**config.mk**
```make
export PLATFORM = sky130hd
export DESIGN_NAME = vbranch_eval
export DESIGN_NICKNAME = d
export VERILOG_FILES = /design/src/rtl/vbr_pkg.sv /design/src/rtl/vbr_elem.sv /design/src/rtl/vbr_ctr.sv /design/src/rtl/vbr_trunc.sv /design/src/rtl/vbranch_eval.sv
export SDC_FILE = /design/constraint.sdc
export NUM_CORES = 1
export LEC_CHECK = 0
export BUFFER_PORTS_ARGS = -buffer_cell sky130_fd_sc_hd__buf_2
export CORE_MARGIN = 10
export CORE_UTILIZATION = 55
export DETAILED_ROUTE_END_ITERATION = 8
export HOLD_SLACK_MARGIN = 0.1
export PLACE_DENSITY_LB_ADDON = 0.12
export RECOVER_POWER = 50
export SLEW_MARGIN = 20
export SYNTH_ARGS = -nofsm -noshare
export SYNTH_HDL_FRONTEND = slang
export SYNTH_SLANG_ARGS = --single-unit
```
**constraint.sdc**
```tcl
create_clock -name clk_i -period 7.32 [get_ports clk_i]
set_clock_uncertainty 0.1 [all_clocks]
set_input_delay 1.098 -clock clk_i [delete_from_list [all_inputs] [get_ports clk_i]]
set_output_delay 1.098 -clock clk_i [all_outputs]
set_load 0.01 [all_outputs]
```
**src/rtl/vbr_pkg.sv**
```systemverilog
package vbr_pkg;
  typedef struct packed {
    logic [2:0] bo;
    logic       all;
    logic       sz;
    logic       snz;
    logic       vlset;
    logic       vsb;
    logic       vli;
    logic       ctr_test;
    logic       cti;
    logic       lk;
    logic       lru;
    logic       scalar;
  } vbr_mode_t;
endpackage

```
**src/rtl/vbr_elem.sv**
```systemverilog
module vbr_elem
  import vbr_pkg::*;
(
  input  vbr_mode_t mode_i,
  input  logic      pred_bit_i,
  input  logic      cond_bit_i,
  output logic      skip_o,
  output logic      ok_o,
  output logic      ctr_dec_o
);
  logic test_bit;

  always_comb begin
    skip_o    = ~pred_bit_i & ~mode_i.sz;
    test_bit  = pred_bit_i ? cond_bit_i : mode_i.snz;
    ok_o      = mode_i.bo[0] | ~(test_bit ^ mode_i.bo[1]);
    ctr_dec_o = 1'b0;
    if (!mode_i.bo[2]) begin
      if (skip_o)                ctr_dec_o = ~mode_i.ctr_test & mode_i.cti;
      else if (mode_i.ctr_test)  ctr_dec_o = ok_o ^ mode_i.cti;
      else                       ctr_dec_o = 1'b1;
    end
  end
endmodule

```
**src/rtl/vbr_ctr.sv**
```systemverilog
module vbr_ctr #(
  parameter int unsigned CTR_W = 64
) (
  input  logic             clk_i,
  input  logic             rst_ni,
  input  logic             load_i,
  input  logic [CTR_W-1:0] load_val_i,
  input  logic             dec_i,
  output logic [CTR_W-1:0] ctr_o
);
  always_ff @(posedge clk_i or negedge rst_ni) begin
    if (!rst_ni)     ctr_o <= '0;
    else if (load_i) ctr_o <= load_val_i;
    else if (dec_i)  ctr_o <= ctr_o - CTR_W'(1);
  end

  p_ctr_step_r5: assert property (@(posedge clk_i) disable iff (!rst_ni)
    !load_i |=> (ctr_o == $past(ctr_o)) || (ctr_o == $past(ctr_o) - CTR_W'(1)));
endmodule

```
**src/rtl/vbr_trunc.sv**
```systemverilog
module vbr_trunc #(
  parameter int unsigned VL_W = 7
) (
  input  logic            clk_i,
  input  logic            rst_ni,
  input  logic            clear_i,
  input  logic            step_i,
  input  logic            skip_i,
  input  logic            vli_i,
  input  logic [VL_W-1:0] idx_i,
  output logic [VL_W-1:0] cand_vl_o
);
  // consecutive skipped elements directly before idx_i
  logic [VL_W-1:0] run_q;

  always_ff @(posedge clk_i or negedge rst_ni) begin
    if (!rst_ni)      run_q <= '0;
    else if (clear_i) run_q <= '0;
    else if (step_i)  run_q <= skip_i ? run_q + VL_W'(1) : '0;
  end

  assign cand_vl_o = vli_i ? idx_i + VL_W'(1) : idx_i - run_q;

  p_run_bound_r8: assert property (@(posedge clk_i) disable iff (!rst_ni)
    step_i |-> run_q <= idx_i);
endmodule

```
**src/rtl/vbranch_eval.sv**
```systemverilog
module vbranch_eval
  import vbr_pkg::*;
#(
  parameter  int unsigned MAX_VL = 64,
  parameter  int unsigned CTR_W  = 64,
  localparam int unsigned VL_W   = $clog2(MAX_VL + 1),
  localparam int unsigned IDX_W  = (MAX_VL > 1) ? $clog2(MAX_VL) : 1
) (
  input  logic              clk_i,
  input  logic              rst_ni,
  input  logic              start_i,
  input  logic [VL_W-1:0]   vl_i,
  input  logic [CTR_W-1:0]  ctr_i,
  input  logic [MAX_VL-1:0] cond_i,
  input  logic [MAX_VL-1:0] pred_i,
  input  logic [2:0]        bo_i,
  input  logic              all_i,
  input  logic              sz_i,
  input  logic              snz_i,
  input  logic              vlset_i,
  input  logic              vsb_i,
  input  logic              vli_i,
  input  logic              ctr_test_i,
  input  logic              cti_i,
  input  logic              lk_i,
  input  logic              lru_i,
  input  logic              scalar_i,
  output logic              busy_o,
  output logic              done_o,
  output logic              taken_o,
  output logic              vl_valid_o,
  output logic [VL_W-1:0]   new_vl_o,
  output logic [CTR_W-1:0]  ctr_o,
  output logic              lr_update_o
);
  localparam logic [VL_W-1:0] VL_CAP = VL_W'(MAX_VL);

  logic              busy_q, acc_q;
  logic [VL_W-1:0]   idx_q, vl_q;
  logic [MAX_VL-1:0] cond_q, pred_q;
  vbr_mode_t         mode_q, mode_in;

  logic start_ok, in_range, elem_act, tested, last_elem;
  logic skip, ok, dec_raw, acc_next, acc_fin;
  logic trunc_hit, decisive, scalar_end, finish;
  logic [VL_W-1:0] cand_vl;

  assign mode_in = '{bo: bo_i, all: all_i, sz: sz_i, snz: snz_i, vlset: vlset_i,
                     vsb: vsb_i, vli: vli_i, ctr_test: ctr_test_i, cti: cti_i,
                     lk: lk_i, lru: lru_i, scalar: scalar_i};

  assign start_ok = start_i & ~busy_q;

  vbr_elem u_elem (
    .mode_i     (mode_q),
    .pred_bit_i (pred_q[idx_q[IDX_W-1:0]]),
    .cond_bit_i (cond_q[idx_q[IDX_W-1:0]]),
    .skip_o     (skip),
    .ok_o       (ok),
    .ctr_dec_o  (dec_raw)
  );

  always_comb begin
    in_range   = idx_q < vl_q;
    elem_act   = busy_q & in_range;
    tested     = elem_act & ~skip;
    last_elem  = (idx_q + VL_W'(1)) == vl_q;
    acc_next   = mode_q.all ? (acc_q & ok) : (acc_q | ok);
    acc_fin    = tested ? acc_next : acc_q;
    trunc_hit  = tested & mode_q.vlset & (ok == mode_q.vsb);
    decisive   = tested & (mode_q.all ? ~ok : ok);
    scalar_end = tested & mode_q.scalar;
    finish     = busy_q & (~in_range | trunc_hit | decisive | scalar_end | last_elem);
  end

  vbr_ctr #(.CTR_W(CTR_W)) u_ctr (
    .clk_i      (clk_i),
    .rst_ni     (rst_ni),
    .load_i     (start_ok),
    .load_val_i (ctr_i),
    .dec_i      (elem_act & dec_raw),
    .ctr_o      (ctr_o)
  );

  vbr_trunc #(.VL_W(VL_W)) u_trunc (
    .clk_i     (clk_i),
    .rst_ni    (rst_ni),
    .clear_i   (start_ok),
    .step_i    (elem_act),
    .skip_i    (skip),
    .vli_i     (mode_q.vli),
    .idx_i     (idx_q),
    .cand_vl_o (cand_vl)
  );

  always_ff @(posedge clk_i or negedge rst_ni) begin
    if (!rst_ni) begin
      busy_q      <= 1'b0;
      acc_q       <= 1'b0;
      idx_q       <= '0;
      vl_q        <= '0;
      cond_q      <= '0;
      pred_q      <= '0;
      mode_q      <= '0;
      done_o      <= 1'b0;
      taken_o     <= 1'b0;
      vl_valid_o  <= 1'b0;
      new_vl_o    <= '0;
      lr_update_o <= 1'b0;
    end else begin
      done_o <= 1'b0;
      if (start_ok) begin
        busy_q <= 1'b1;
        acc_q  <= all_i;  // fold identity
        idx_q  <= '0;
        vl_q   <= (vl_i > VL_CAP) ? VL_CAP : vl_i;
        cond_q <= cond_i;
        pred_q <= pred_i;
        mode_q <= mode_in;
      end else if (busy_q) begin
        if (tested) acc_q <= acc_next;
        if (finish) begin
          busy_q      <= 1'b0;
          done_o      <= 1'b1;
          taken_o     <= acc_fin;
          vl_valid_o  <= trunc_hit;
          new_vl_o    <= trunc_hit ? cand_vl : '0;
          lr_update_o <= mode_q.lk & (~mode_q.lru | acc_fin);
        end else begin
          idx_q <= idx_q + VL_W'(1);
        end
      end
    end
  end

  assign busy_o = busy_q;

  p_done_pulse_r11: assert property (@(posedge clk_i) disable iff (!rst_ni)
    done_o |=> !done_o);
  p_start_ignored_r11: assert property (@(posedge clk_i) disable iff (!rst_ni)
    busy_q && start_i |=> $stable(vl_q) && $stable(mode_q));
  p_ctr_hold_r1: assert property (@(posedge clk_i) disable iff (!rst_ni)
    busy_q && mode_q.bo[2] |=> $stable(ctr_o));
  p_ctr_one_step_r3: assert property (@(posedge clk_i) disable iff (!rst_ni)
    busy_q |=> (ctr_o == $past(ctr_o)) || (ctr_o == $past(ctr_o) - CTR_W'(1)));
  p_vl_bound_r7: assert property (@(posedge clk_i) disable iff (!rst_ni)
    done_o && vl_valid_o |-> new_vl_o <= vl_q);
  p_empty_r2: assert property (@(posedge clk_i) disable iff (!rst_ni)
    done_o && (vl_q == '0) |-> taken_o == mode_q.all);
  p_lr_gate_r10: assert property (@(posedge clk_i) disable iff (!rst_ni)
    done_o && !mode_q.lk |-> !lr_update_o);
  p_idx_bound_r3: assert property (@(posedge clk_i) disable iff (!rst_ni)
    busy_q && (vl_q != '0) |-> idx_q < vl_q);
endmodule

```
# Yosys cells after proc, flatten, opt, wreduce, memory -nomap -nowiden
# Index checks and enable logic that the tools add are counted.
# word_totals
regBits	240
# classes
addsub	4
order_cmp	3
eq_ne	3
n_mux	30
n_bitwise	32
reduce_logical	5
# ops
cell	count
64-bit 2-to-1 mux	2
64-bit by 1-bit subtractor with 64-bit output (second input constant)	1
7-bit 2-to-1 mux	9
1-bit 2-to-1 mux	17
7-bit by 1-bit adder with 7-bit output (second input constant)	2
1-bit bitwise AND	13
1-bit binary-select mux with 6-bit select	2
1-bit NOT	10
7-bit == test	1
7-bit greater-than comparator (second input constant)	1
6-bit by 7-bit less-than comparator with 1-bit output (second input constant)	1
7-bit less-than comparator	1
1-bit bitwise OR	7
7-bit subtractor	1
2-bit nonzero test	3
3-bit AND reduction	1
2-bit inequality test (second input constant)	1
2-bit AND reduction	1
1-bit bitwise XOR	2
1-bit == test	1

# Logic depth before layout (Yosys ltp)
# Gate-level depths: netlist of the first run.
# depth
ltp_word	16
depth_mapped	16

# Modules after synthesis
# From an unflattened synthesis of the first run, not the netlist that was laid out.
# unflattened
hier_cells	1357
hier_area_um2	12772.2
# modules_own_cells
module	instances	cells_each	area_each_um2	seq_area_each_um2
vbranch_eval	1	820	7945.1	4229.1
vbr_ctr	1	441	4008.8	1601.5
vbr_trunc	1	86	747.0	175.2
vbr_elem	1	10	71.3	0.0

# Worst setup path before layout of the first run
# Ideal clock, no wire load.
# synth_timing
path_type	register -> register
startpoint	reg idx_q[0]
endpoint	reg taken_o
setup_ns	0.125
t_arrival_ns	3.735
required_time_ns	7.095
setup_slack_ns	3.361
stages_incl_launch_ff	15
path_buffers	3
cell_sequence	dfrtp_1 -> buf_2 -> buf_1 -> mux4_2 -> a22oi_1 -> a21oi_1 -> nor3_1 -> a211o_1 -> and2_1 -> mux2i_1 -> mux2_2 -> nor3b_1 -> nand2b_1 -> buf_2 -> mux2_2
# synth_between
elab_chain_cells	14
elab_cells_between_ends	34
# synth_lines
item	line	rtl
from (decl)	vbranch_eval.sv:39	logic [VL_W-1:0] idx_q, vl_q;
from (signal assigned)	vbranch_eval.sv:130	idx_q <= idx_q + VL_W'(1);
1-bit binary-select mux with 6-bit select (on tied branches)	vbranch_eval.sv:57, vbranch_eval.sv:56	
1-bit 2-to-1 mux (on tied branches)	vbranch_eval.sv:57, vbranch_eval.sv:56	
1-bit 2-to-1 mux / 1-bit NOT (equally long branches)	vbr_elem.sv:15, vbr_elem.sv:14	
1-bit bitwise XOR / 1-bit bitwise AND (equally long branches)	vbr_elem.sv:16, vbr_elem.sv:14	
1-bit NOT (on tied branches)	vbr_elem.sv:16, vbranch_eval.sv:66	
1-bit bitwise OR / 1-bit bitwise AND (equally long branches)	vbr_elem.sv:16, vbranch_eval.sv:66	
1-bit == test, or another cell as far along	vbranch_eval.sv:70	trunc_hit = tested & mode_q.vlset & (ok == mode_q.vsb);
1-bit bitwise AND / 1-bit 2-to-1 mux (equally long branches)	vbranch_eval.sv:70, vbranch_eval.sv:71	
1-bit bitwise OR / 1-bit bitwise AND (equally long branches)	vbranch_eval.sv:73, vbranch_eval.sv:71	
1-bit bitwise OR (3 in series)	vbranch_eval.sv:73	finish = busy_q & (~in_range | trunc_hit | decisive | scalar_end | last_elem);
1-bit bitwise AND	vbranch_eval.sv:73	
3-bit AND reduction (no line)	--	
to (signal assigned)	vbranch_eval.sv:125	taken_o <= acc_fin;
to (decl)	vbranch_eval.sv:30	output logic taken_o,
# Parallel ways exist; a longest one is shown, timed or not. The select of a mux whose other input is x is not followed.
# A chain may end at the register's enable or synchronous reset.

# Worst setup path in the final report of the first run
# layout_timing
startpoint	reg idx_q[0]
endpoint	reg u_ctr.ctr_o[29]
# layout_between
elab_chain_cells	12
elab_cells_between_ends	18
# layout_lines
item	line	rtl
1-bit binary-select mux with 6-bit select (on tied branches)	vbranch_eval.sv:57, vbranch_eval.sv:56	
1-bit 2-to-1 mux (on tied branches)	vbranch_eval.sv:57, vbranch_eval.sv:56	
1-bit 2-to-1 mux	vbr_elem.sv:15	test_bit = pred_bit_i ? cond_bit_i : mode_i.snz;
1-bit bitwise XOR	vbr_elem.sv:16	ok_o = mode_i.bo[0] | ~(test_bit ^ mode_i.bo[1]);
1-bit NOT	vbr_elem.sv:16	
1-bit bitwise OR	vbr_elem.sv:16	
1-bit bitwise XOR	vbr_elem.sv:20	else if (mode_i.ctr_test) ctr_dec_o = ok_o ^ mode_i.cti;
1-bit 2-to-1 mux	vbr_elem.sv:20	
1-bit 2-to-1 mux	vbr_elem.sv:19	if (skip_o) ctr_dec_o = ~mode_i.ctr_test & mode_i.cti;
1-bit 2-to-1 mux	vbr_elem.sv:18	if (!mode_i.bo[2]) begin
1-bit bitwise AND (*)	vbranch_eval.sv:81	.dec_i (elem_act & dec_raw),
2-bit nonzero test (no line) (*)	--	
to (signal assigned)	vbr_ctr.sv:13	else if (load_i) ctr_o <= load_val_i;
to (signal assigned)	vbr_ctr.sv:14	else if (dec_i) ctr_o <= ctr_o - CTR_W'(1);
to (decl)	vbr_ctr.sv:9	output logic [CTR_W-1:0] ctr_o
# Every way passes the cells marked *; elsewhere a longest branch is shown, timed or not. The select of a mux whose other input is x is not followed.

==> out/qor.log, run 1 <==
INFO  synthesis      yosysTopAreaCell=dfrtp_1
INFO  run_status     violations=max-capacitance violations, max-slew violations
INFO  die            die_height=170um
INFO  global_routing antenna_found_initial=0
INFO  cts            post_cts_hold_buffer_count=0
INFO  timing         worst-slew-pin-transition=3.15ns
INFO  worst_setup_path critical_path.slowest_cell=dfrtp_4
INFO  timing         min_period_over_period=0.666
INFO  synthesis      synth_cells=1337
INFO  synthesis      synth_top_family_by_area=simple AND/OR/NAND/NOR gates
INFO  hold_path      hold_path_class=reg2reg
INFO  detailed_routing route.antenna.remaining_nets=0
INFO  detailed_routing first_drt_pass_iteration_count=5
INFO  timing         final_hold_viol_count=0
INFO  layout         nets=1823
INFO  run            timing.max_cap.violations=1
INFO  synthesis      mappedNetlistNets=1570
INFO  worst_setup_path worst_path_largest_cell_delay=0.83ns
INFO  worst_setup_path worstSetupPathType=reg2reg
INFO  synthesis      synthesis.yosys.warnings=0
INFO  cts            insertion_delay=0.52ns
INFO  layout         final_design_area_no_fill=0.0147mm2
INFO  cts            tritoncts.num_buffers=26
INFO  global_routing via_count_of_the_first_global_routing_pass=10.8k
INFO  synthesis      yosys-mux-area-fraction=0.0764
INFO  global_routing largest_net_degree_at_the_start_of_global_routing=128
INFO  timing         finalSetupTns=0ns
INFO  synthesis      synth.cell_area=0.0123mm2
INFO  detailed_routing detailed_route_via_count=10.6k
INFO  worst_setup_path critPathLaunchType=flop
INFO  place          port_buffers=291
INFO  layout         final.fill_count=1856
INFO  pwr            netSwitchingPower=2.52mW
INFO  die            design.core.area=0.0220mm2
INFO  detailed_routing routedWlPerCell=18.5um
INFO  synthesis      synth_adder_area_share=0.0179
INFO  global_routing grt_use_total=0.235
INFO  pwr            fin_total_pwr=6.29mW
INFO  layout         final_core_util=0.671
INFO  cts            tritoncts=built
INFO  timing         finalSetupViolations=0
INFO  cts            cts_num_sinks=240
INFO  layout         antenna-diode-count=0
INFO  worst_setup_path worst_ep_arrival_time=5.22ns
INFO  worst_setup_path worstSetupStartpoint=idx_q[0]$_DFFE_PN0P_
INFO  detailed_routing drt_iter0_drc=1021
INFO  cts            clkSlewWorstSetupHoldPaths=0.06ns
INFO  pwr            internal_power=3.77mW
INFO  place          placedInstanceArea=0.0139mm2
INFO  die            ios=292
INFO  pwr            power_frac_clock=0.212
INFO  detailed_routing detail_route.wirelength=35000um
INFO  die            start_util=0.561
INFO  pwr            leakagePower=7.05nW
INFO  global_routing global_route_wire_length_before_repair=55900um
INFO  synthesis      yosys-top-cells-area=dfrtp_1 (49%), nand2_1 (14%), mux4_2 (5.9%), o21ai_0 (3.1%), a31oi_1 (2.0%)
INFO  worst_setup_path crit_path_max_fanout=35
INFO  hold_path      worstHoldStart=pred_q[19]$_DFFE_PN0P_
INFO  synthesis      synth-compound-area-share=0.106
INFO  pwr            pd_cells=427mW/mm2
INFO  timing         setup_repair_after_global_routing_missed_its_margin=false
INFO  die            rows=54
INFO  synthesis      synth_seq_area_share=0.488
INFO  synthesis      primary_flip_flop_cell_chosen_by_synthesis_mapping=dfrtp_1
INFO  timing         layout_min_cycle_time=4.87ns
INFO  synthesis      ys_types=61
INFO  synthesis      share_of_synthesized_cell_area_in_and_or_nand_and_nor_gates=0.245
INFO  synthesis      post_synthesis_share_of_cell_area_spent_on_xor_and_xnor_gates=0.0313
INFO  synthesis      ys_async_sr_fraction=1.00
INFO  cts            postCtsResizedCells=0
INFO  die            die_width=170um
INFO  timing         final-max-slew-violation-count=128
INFO  cts            cts_setup_buffers=0
INFO  worst_setup_path timing.critical_path.cells=mux4_2, a22oi_1, a21oi_1, nor3_1, a211o_1, and2_1, xnor2_1, mux2i_2, buf_4, o2111ai_1, or4_2, a31oi_1
INFO  synthesis      postSynthRegisterBits=240
INFO  worst_setup_path regToRegStartpoint=idx_q[0]$_DFFE_PN0P_
INFO  timing         worst_slew_margin_rel=-1.10
INFO  pwr            portion_of_total_power_attributed_to_sequential_cells=0.402
INFO  detailed_routing vias_per_cell=5.61
INFO  global_routing grt.overflow.total=0
INFO  timing         worst_hold_margin=0.372ns
INFO  layout         syn2layout_area_growth=19.6%
INFO  cts            clock_root_cell=clkbuf_16
INFO  worst_setup_path timing.critical_path.required=7.66ns
INFO  die            dieArea=0.0288mm2
INFO  synthesis      synth_area_per_cell=9.21um2
INFO  pwr            pwr-share-comb=0.386
INFO  timing         fmaxAchievable=205MHz
INFO  run_status     status=finished with violations
INFO  detailed_routing remaining_drcs=0
INFO  worst_setup_path cp-end-kind=flop
INFO  synthesis      synth_top_cell_area_share=0.488
INFO  place          gp_congestion=0.839
INFO  layout         share_of_cells_above_drive_strength_1=0.242
INFO  synthesis      synth_edf_count=0
INFO  pwr            vdd.ir_drop.worst=0.269mV
INFO  pwr            netSwitchingFraction=0.401
INFO  place          detail_placement_hpwl=25300um
INFO  cts            clock_tree.htree_level_count=1
INFO  cts            cts_max_path_buffers=3
worst max-delay path, delay by kind of cell, from the launching register on:
kind	cells	cell delay, ns
and+or+nand+nor	3	1.29
muxes	2	0.81
xor gates and xnor gates	1	0.17
buffers and inverters	1	0.32
DFF	1	0.83
AOI/OAI and AO/OA	5	1.24
power groups by stage:
stage / combinational, mW / sequential [mW] / clock (mW)
after detailed placement: 2.44 / 2.53 / 0
after floorplan: 1.75 / 2.38 / 0
after CTS: 2.46 / 2.52 / 1.35
after global placement: 2.37 / 2.50 / 0
after global routing: 2.71 / 2.61 / 1.40
final: 2.43 / 2.53 / 1.33
routing by layer:
layer / track usage / vias up / routed length, um
li1: - / 5084 / -
met1: 0.313 / 5116 / 15100
met2: 0.386 / 347 / 16700
met3: 0.0477 / 55 / 2540
met4: 0.0610 / 0 / 680
met5: 0 / - / 0
cell type report:
type	instances	area, um2	share of cell area
Tap cell	280	350	0.0238
Multi-Input combinational cell	992	5880	0.399
Inverter	30	113	0.00764
Clock buffer	42	822	0.0558
Clock inverter	6	61.3	0.00416
Timing Repair Buffer	300	1490	0.101
Sequential cell	240	6010	0.408
flip-flops by register name (all words and copies together) (netlist names), 7 cells and up:
register / flops
pred_q: 64
u_ctr.ctr_o: 64
new_vl_o: 7
idx_q: 7
vl_q: 7
mode_q: 14
cond_q: 64
u_trunc.run_q: 7
per-stage QoR:
step	worst slack [ns]	instances
after floorplan	3.36	1337
after global placement	2.34	1841
after detailed placement	2.15	1841
after CTS	2.14	1889
after global routing	2.11	1890
final	2.45	1890
cell usage in the layout, fill, tap and decap left out, drive strengths merged, types with 5 or more instances in the layout:
| cell | count |
|---|---|
| clkbuf | 74 |
| o21ai | 77 |
| mux2i | 16 |
| nand2b | 7 |
| o2111ai | 19 |
| mux4 | 32 |
| buf | 268 |
| or4 | 14 |
| or2 | 11 |
| a22oi | 11 |
| o211ai | 10 |
| nor3 | 14 |
| xnor2 | 17 |
| mux2 | 5 |
| nand3 | 15 |
| o31ai | 11 |
| inv | 30 |
| xor2 | 27 |
| nand3b | 10 |
| and3 | 5 |
| or3 | 45 |
| nor2b | 7 |
| a31oi | 40 |
| nor2 | 59 |
| nand2 | 468 |
| nor4 | 9 |
| dfrtp | 240 |
| ha | 16 |
| a21oi | 10 |
| a22o | 8 |
worst paths after layout:
check / end / cells after the start / slack (ns)
hold reg to reg: pred_q[19]$_DFFE_PN0P_ / 2 / 0.37
max in group asynchronous: pred_q[43]$_DFFE_PN0P_ / 2 / 3.03
setup / recovery: u_ctr.ctr_o[29]$_DFFE_PN0P_ / 12 / 2.45
hold / removal: pred_q[19]$_DFFE_PN0P_ / 2 / 0.37
min in group asynchronous: u_ctr.ctr_o[36]$_DFFE_PN0P_ / 1 / 0.51
setup reg to reg: u_ctr.ctr_o[29]$_DFFE_PN0P_ / 12 / 2.45
kinds of logic (layout without fill, tap and decap cells):
logic type      count (synthesis)  in the layout
flops                         240            240
fa+ha+maj                      17             17
compound gates                203            203
xor+xnor                       44             44
buf+inv                       105            378
simple gates                  675            675
mux                            53             53
cells in the mapped netlist, types with 3 or more instances:
cell type / instances
nor2_1: 59
nor3b_1: 3
a21oi_1: 10
a22oi_1: 11
ha_1: 16
xor2_1: 27
nor4_4: 3
nor2b_1: 7
or2_2: 10
mux2i_1: 15
o2111ai_1: 18
a22o_1: 8
or3_1: 32
o21ai_0: 77
clkbuf_1: 61
o31a_1: 3
nand3_1: 15
inv_1: 30
a21o_1: 4
and3_1: 5
nand3b_1: 9
buf_1: 4
buf_2: 5
o21a_1: 4
nor3_1: 13
or4_4: 4
or4_1: 9
mux4_2: 32
mux2_2: 5
a31oi_1: 40
o31ai_1: 11
o211ai_1: 10
nand2b_1: 7
nand2_1: 468
dfrtp_1: 240
nor4_1: 6
or3_2: 11
xnor2_1: 17
Note: power is estimated with default switching activity, not from simulation.
==> inputs of run 2 (changes only) <==
- CORE_UTILIZATION: 55 -> 49
- clock period: 7.32 -> 4.3 ns (I/O delays scaled with it)
==> run 2 against run 1 <==
Net effect:
- clock power rose by 72%
- the run still ends with max-capacitance violations, max-slew violations left
- via count decreased by 0.43%
- cell count rose by 3.3%
- cell area grew 1.4%
- sequential share of layout area shrank 0.59 points
- count of clock-buffer cells in the layout down 2
- maximum frequency increased by 20%
- hold slack worse by 0.16 ns
- critical path depth decreased by 2
==> out/qor.log, run 2 (synthesis gave the netlist of run 1 again) <==
INFO  worst_setup_path crit_cells=10
INFO  global_routing via_count_of_the_first_global_routing_pass=10.7k
INFO  cts            tritoncts.num_buffers=26
INFO  die            start_util=0.502
INFO  layout         share_of_cells_above_drive_strength_1=0.223
INFO  worst_setup_path worst_path_largest_cell_delay=0.57ns
INFO  die            dieArea=0.0319mm2
INFO  detailed_routing detail_route.wirelength=35500um
INFO  cts            tritoncts=built
INFO  cts            clkSlewWorstSetupHoldPaths=0.06ns
INFO  place          port_buffers=291
INFO  pwr            leakagePower=7.05nW
INFO  detailed_routing detailed_route_via_count=10.6k
INFO  cts            cts_max_path_buffers=3
INFO  die            ios=292
INFO  pwr            pd_cells=725mW/mm2
INFO  layout         syn2layout_area_growth=21.3%
INFO  worst_setup_path crit_path_max_fanout=7
INFO  layout         largestRegisters=cond_q: 64 flops, pred_q: 64 flops, u_ctr.ctr_o: 64 flops
INFO  pwr            fin_total_pwr=10.8mW
INFO  cts            clock_root_cell=clkbuf_16
INFO  worst_setup_path cp-end-kind=flop
INFO  worst_setup_path critPathLaunchType=flop
INFO  detailed_routing first_drt_pass_iteration_count=5
INFO  timing         finalSetupViolations=0
INFO  timing         setup_repair_after_global_routing_missed_its_margin=false
INFO  detailed_routing vias_per_cell=5.41
INFO  run_status     violations=max-capacitance violations, max-slew violations
INFO  run_status     status=finished with violations
INFO  worst_setup_path worst_ep_arrival_time=4.41ns
INFO  cts            clock_tree.htree_level_count=1
INFO  detailed_routing drt_iter0_drc=818
INFO  pwr            vdd.ir_drop.worst=0.301mV
INFO  place          gp_congestion=0.853
INFO  layout         final_design_area_no_fill=0.0149mm2
INFO  worst_setup_path worstSetupPathType=reg2reg
INFO  global_routing grt_use_total=0.219
INFO  layout         most-common-layout-cells=nand2_1 (468), dfrtp_1 (238), buf_2 (215)
INFO  worst_setup_path worstSetupStartpoint=u_ctr.ctr_o[14]$_DFFE_PN0P_
INFO  detailed_routing remaining_drcs=0
INFO  timing         final_hold_viol_count=0
INFO  worst_setup_path critical_path.slowest_cell=or4b_1
INFO  worst_setup_path regToRegStartpoint=u_ctr.ctr_o[14]$_DFFE_PN0P_
INFO  timing         worst_slew_margin_rel=-0.469
INFO  global_routing grt.overflow.total=0
INFO  layout         nets=1843
INFO  die            rows=57
INFO  worst_setup_path ff2ff_setup_slack=0.23ns
INFO  place          detail_placement_hpwl=26400um
INFO  place          placedInstanceArea=0.0142mm2
INFO  global_routing largest_net_degree_at_the_start_of_global_routing=90
INFO  detailed_routing routedWlPerCell=18.2um
INFO  die            die_width=179um
INFO  cts            insertion_delay=0.52ns
INFO  global_routing antenna_found_initial=0
INFO  worst_setup_path worst_r2r_path_depth=10
INFO  layout         antenna-diode-count=0
INFO  layout         mostFrequentLayoutCell=nand2_1
INFO  worst_setup_path crit_buf_inv=0
INFO  timing         worst-slew-pin-transition=2.20ns
INFO  worst_setup_path cpMostUsedCell=nor4_4
INFO  timing         min_period_over_period=0.946
INFO  die            design.core.area=0.0245mm2
INFO  timing         worst_hold_margin=0.210ns
INFO  worst_setup_path crit_path_end=u_ctr.ctr_o[63]$_DFFE_PN0P_
INFO  timing         final-max-slew-violation-count=116
INFO  detailed_routing route.antenna.remaining_nets=0
INFO  hold_path      hold_path_class=in2reg
INFO  layout         final.fill_count=2198
INFO  run            timing.max_cap.violations=3
INFO  timing         layout_min_cycle_time=4.07ns
INFO  timing         finalSetupTns=0ns
INFO  place          placedCellCount=1905
INFO  global_routing global_route_wire_length_before_repair=56900um
INFO  cts            cts_num_sinks=240
INFO  layout         stdcell_count=1952
INFO  worst_setup_path timing.critical_path.cells=or3_4, or4_4, or3_1, or4b_1, nor4_4, nand3b_4, nor4_4, o2111ai_2, or4_1, a31oi_1
INFO  worst_setup_path timing.critical_path.required=4.64ns
INFO  timing         fmaxAchievable=246MHz
INFO  worst_setup_path timing.critical_path.max_delay_family=simple AND/OR/NAND/NOR gates
INFO  worst_setup_path worstReg2RegEnd=u_ctr.ctr_o[63]$_DFFE_PN0P_
INFO  die            die_height=179um
[run 2: cell types whose count changed in the layout (fill, tap and decap cells not counted), moves of 2 or more]
| cell | before | now |
|---|---|---|
| buf_2 | 260 | 215 |
| clkbuf_1 | 37 | 80 |
| buf_4 | 7 | 20 |
| buf_12 | 0 | 4 |
| clkbuf_2 | 1 | 3 |
[run 2: how the worst min path moves through the flow]
stage,from,to,slack [ns],cells past startpoint
2_1_floorplan,rst_ni,acc_q$_DFFE_PN0P_,0.25,0
3_3_place_gp,pred_q[52]$_DFFE_PN0P_,pred_q[52]$_DFFE_PN0P_,0.35,2
3_5_place_dp,cond_q[54]$_DFFE_PN0P_,cond_q[54]$_DFFE_PN0P_,0.36,2
4_1_cts,pred_i[45],pred_q[45]$_DFFE_PN0P_,0.19,3
5_1_grt,pred_i[34],pred_q[34]$_DFFE_PN0P_,0.20,3
6_report,pred_i[43],pred_q[43]$_DFFE_PN0P_,0.21,3
[run 2: area by class of cell]
type                            count  area, um2  area share
Clock buffer                       40        805      0.0539
Clock inverter                      6       86.3     0.00578
Inverter                           30        113     0.00754
Multi-Input combinational cell    992       5890       0.394
Sequential cell                   240       6010       0.402
Tap cell                          324        405      0.0271
Timing Repair Buffer              320       1630       0.109
[run 2: worst min-delay path, cell delays in order]
cell and delay (ns):
buf_2 0.07, nand2_1 0.04, nand2_1 0.04
[run 2: stage by stage]
| step | worst slack, ns | utilization |
|---|---|---|
| after floorplan | 0.341 | - |
| final | 0.233 | 0.609 |
| after CTS | 0.146 | 0.614 |
| after global routing | 0.00793 | 0.609 |
| after detailed placement | 0.168 | 0.577 |
| after global placement | 0.230 | 0.577 |
[run 2: per-layer routing]
layer,GRT usage,part of all wire
met4,0.0703,0.027
met2,0.336,0.45
met3,0.0431,0.076
met1,0.305,0.45
met5,0,0
[run 2: timing repair]
action	in CTS	in global routing
endpoints found under the setup margin	0	22
gates resized for setup	0	4
hold buffers	1	0
buffers inserted	0	0
hold endpoints to repair	86	0
[run 2: where the power goes]
| group | total (mW) | internal, mW | leakage (nW) | switching, mW |
|---|---|---|---|---|
| Sequential | 4.17 | 3.29 | 2.93 | 0.879 |
| Combinational | 4.38 | 1.84 | 3.68 | 2.53 |
| Clock | 2.29 | 1.40 | 0.442 | 0.890 |
==> inputs of run 3 (changes only) <==
- ABC_AREA: unset -> 1
- CORE_UTILIZATION: 49 -> 50
==> run 3 against run 2 <==
Net effect:
- the run still ends with max-capacitance violations, max-slew violations left
- die area grew 9.2%
- worst setup slack gained 0.40 ns
- hold slack lost 0.017 ns
- highest routed layer unchanged
==> out/qor.log, run 3 <==
INFO  detailed_routing route.antenna.remaining_nets=0
INFO  timing         finalSetupViolations=0
INFO  layout         largestRegisters=cond_q: 64 flops, pred_q: 64 flops, u_ctr.ctr_o: 64 flops
INFO  cts            cts_max_path_buffers=3
INFO  die            dieArea=0.0348mm2
INFO  worst_setup_path timing.critical_path.required=4.63ns
INFO  synthesis      synth_area_per_cell=7.09um2
INFO  cts            clock_tree.htree_level_count=1
INFO  worst_setup_path worstSetupPathType=reg2reg
INFO  cts            clock_root_cell=clkbuf_16
INFO  run_status     status=finished with violations
INFO  worst_setup_path cpMostUsedCell=nand2_1
INFO  pwr            pd_cells=765mW/mm2
INFO  synthesis      synth_cells=1955
INFO  detailed_routing remaining_drcs=0
INFO  synthesis      synthesis.yosys.warnings=0
INFO  worst_setup_path cp-end-kind=flop
INFO  worst_setup_path worst_ep_arrival_time=3.99ns
INFO  synthesis      synth.cell_area=0.0139mm2
INFO  die            die_width=187um
INFO  place          gp_congestion=0.878
INFO  global_routing global_route_wire_length_before_repair=67500um
INFO  synthesis      yosys-top-cells-area=dfrtp_1 (43%), nand2_1 (26%), nand3_1 (7.2%), nor2_1 (3.2%), nand3_2 (2.3%)
INFO  run_status     violations=max-capacitance violations, max-slew violations
INFO  detailed_routing detailed_route_via_count=13.5k
INFO  global_routing grt.overflow.total=0
INFO  worst_setup_path worst_path_largest_cell_delay=1.17ns
INFO  cts            cts_setup_buffers=0
INFO  detailed_routing vias_per_cell=5.21
INFO  layout         nets=2426
INFO  synthesis      synth_common_cells=nand2_1 (954), dfrtp_1 (240), nand3_1 (199), nor2_1 (118), inv_1 (85)
INFO  die            start_util=0.512
INFO  die            die_height=187um
INFO  place          port_buffers=291
INFO  worst_setup_path crit_path_max_fanout=163
INFO  timing         worst-slew-pin-transition=2.48ns
INFO  worst_setup_path regToRegStartpoint=busy_o$_DFF_PN0_
INFO  pwr            leakagePower=8.77nW
INFO  hold_path      hold_path_class=in2reg
INFO  timing         min_period_over_period=0.853
INFO  timing         setup_repair_after_global_routing_missed_its_margin=false
INFO  detailed_routing detail_route.wirelength=41700um
INFO  cts            clkSlewWorstSetupHoldPaths=0.06ns
INFO  global_routing antenna_found_initial=1
INFO  run            timing.max_cap.violations=2
INFO  global_routing largest_net_degree_at_the_start_of_global_routing=164
INFO  layout         most-common-layout-cells=nand2_1 (954), dfrtp_1 (238), buf_2 (219)
INFO  cts            tritoncts=built
INFO  worst_setup_path worstSetupStartpoint=busy_o$_DFF_PN0_
INFO  timing         layout_min_cycle_time=3.67ns
INFO  synthesis      mappedNetlistNets=2188
INFO  timing         final-max-slew-violation-count=135
INFO  die            design.core.area=0.0271mm2
INFO  cts            insertion_delay=0.54ns
INFO  timing         final_hold_viol_count=0
INFO  synthesis      postSynthRegisterBits=240
INFO  global_routing via_count_of_the_first_global_routing_pass=13.0k
INFO  worst_setup_path timing.critical_path.cells=inv_1, nand2_1, buf_12, nand2_4, nand2_1, nand2_1
INFO  timing         postLayoutSetupSlackWorst=0.634ns
INFO  synthesis      synth_seq_area_share=0.433
INFO  global_routing grt_use_total=0.229
INFO  detailed_routing routedWlPerCell=16.1um
INFO  synthesis      yosys.cell_count.top_type=nand2_1
INFO  synthesis      primary_flip_flop_cell_chosen_by_synthesis_mapping=dfrtp_1
INFO  timing         fmaxAchievable=273MHz
INFO  detailed_routing drt_iter0_drc=1075
INFO  die            ios=292
INFO  worst_setup_path critical_path.slowest_cell=nand2_1
INFO  cts            cts_num_sinks=240
INFO  pwr            vdd.ir_drop.worst=0.392mV
INFO  place          detail_placement_hpwl=28900um
INFO  layout         mostFrequentLayoutCell=nand2_1
INFO  synthesis      synth_top_cell_area_share=0.433
INFO  die            rows=60
INFO  place          dp_worst_setup_slack=0.768ns
INFO  synthesis      ys_async_sr_fraction=1.00
INFO  detailed_routing first_drt_pass_iteration_count=5
INFO  synthesis      yosysTopAreaCell=dfrtp_1
INFO  layout         syn2layout_area_growth=17.4%
INFO  layout         share_of_cells_above_drive_strength_1=0.158
INFO  hold_path      worstHoldStart=pred_i[49]
INFO  worst_setup_path critPathLaunchType=flop
INFO  timing         finalSetupTns=0ns
INFO  layout         final_core_util=0.600
INFO  synthesis      ys_types=50
INFO  cts            tritoncts.num_buffers=27
INFO  timing         worst_slew_margin_rel=-0.651
INFO  synthesis      synth_edf_count=0
==> run 3: cell count changes after synthesis, sizes merged, moves of 13 or more <==
cell	delta
buf	+36
or4	-13
mux4	-32
or3	-45
clkbuf	-14
o21ai	-27
inv	+59
o2111ai	-19
mux2i	-16
a31oi	-38
nor2	+67
nand2	+493
nand3	+217
==> run 3: worst paths after layout <==
check                      slack, ns                          end  cells past startpoint
max                             0.63  u_ctr.ctr_o[48]$_DFFE_PN0P_                      6
min                             0.19       pred_q[49]$_DFFE_PN0P_                      3
max reg2reg                     0.63  u_ctr.ctr_o[48]$_DFFE_PN0P_                      6
min reg2reg                     0.37      new_vl_o[2]$_DFFE_PN0P_                      2
max in group asynchronous       0.84  u_ctr.ctr_o[18]$_DFFE_PN0P_                      3
min in group asynchronous       1.24             done_o$_DFF_PN0_                      2
==> run 3: routing by layer <==
metal	global-route usage	part of all wire
met1	0.309	0.45
met2	0.370	0.46
met3	0.0413	0.065
met4	0.0633	0.021
met5	0	0
==> run 3: worst max-delay path, delay by kind of cell (launching register included) <==
family / cells / cell delay (ns)
simple gates: 4 / 2.07
buf+inv: 2 / 0.69
flops: 1 / 0.48
==> run 3: area by class of cell <==
type | instances | area [um2]
clock buffers | 37 | 773
fillers | 2654 | 10800
flip-flops and latches | 240 | 6010
well taps | 372 | 465
inverters | 90 | 345
clock inverters | 12 | 171
repair buffers | 305 | 1510
diodes | 1 | 2.50
multi-input cells | 1529 | 7000
==> run 3: timing repair <==
item                      4_1_cts  5_1_grt
hold buffers                    1        0
resized for setup               0        0
hold endpoints to repair       92        0
==> run 3: stage by stage <==
stage | instances | power (mW) | hold slack (ns) | area [um2]
after floorplan | 1955 | 8.49 | 0.249 | 13900
after global placement | 2535 | 9.89 | 0.352 | 15400
after detailed placement | 2535 | 10.0 | 0.359 | 15400
after CTS | 2585 | 12.5 | 0.177 | 16400
after global routing | 2586 | 13.6 | 0.185 | 16300
final | 2586 | 12.4 | 0.193 | 16300
==> run 3: kinds of logic after synthesis <==
group                    share of synthesized area
adder cells (fa/ha/maj)                     0.0159
flip-flops                                   0.433
XOR/XNOR                                    0.0272
AO/OA/AOI/OAI                               0.0377
buffers and inverters                       0.0621
AND/OR/NAND/NOR                              0.424
==> run 3: report_power, final <==
part	switching (mW)	internal, mW	leakage (nW)
clock	0.963	1.49	0.458
combinational	3.89	1.91	5.29
sequential	0.894	3.29	3.02
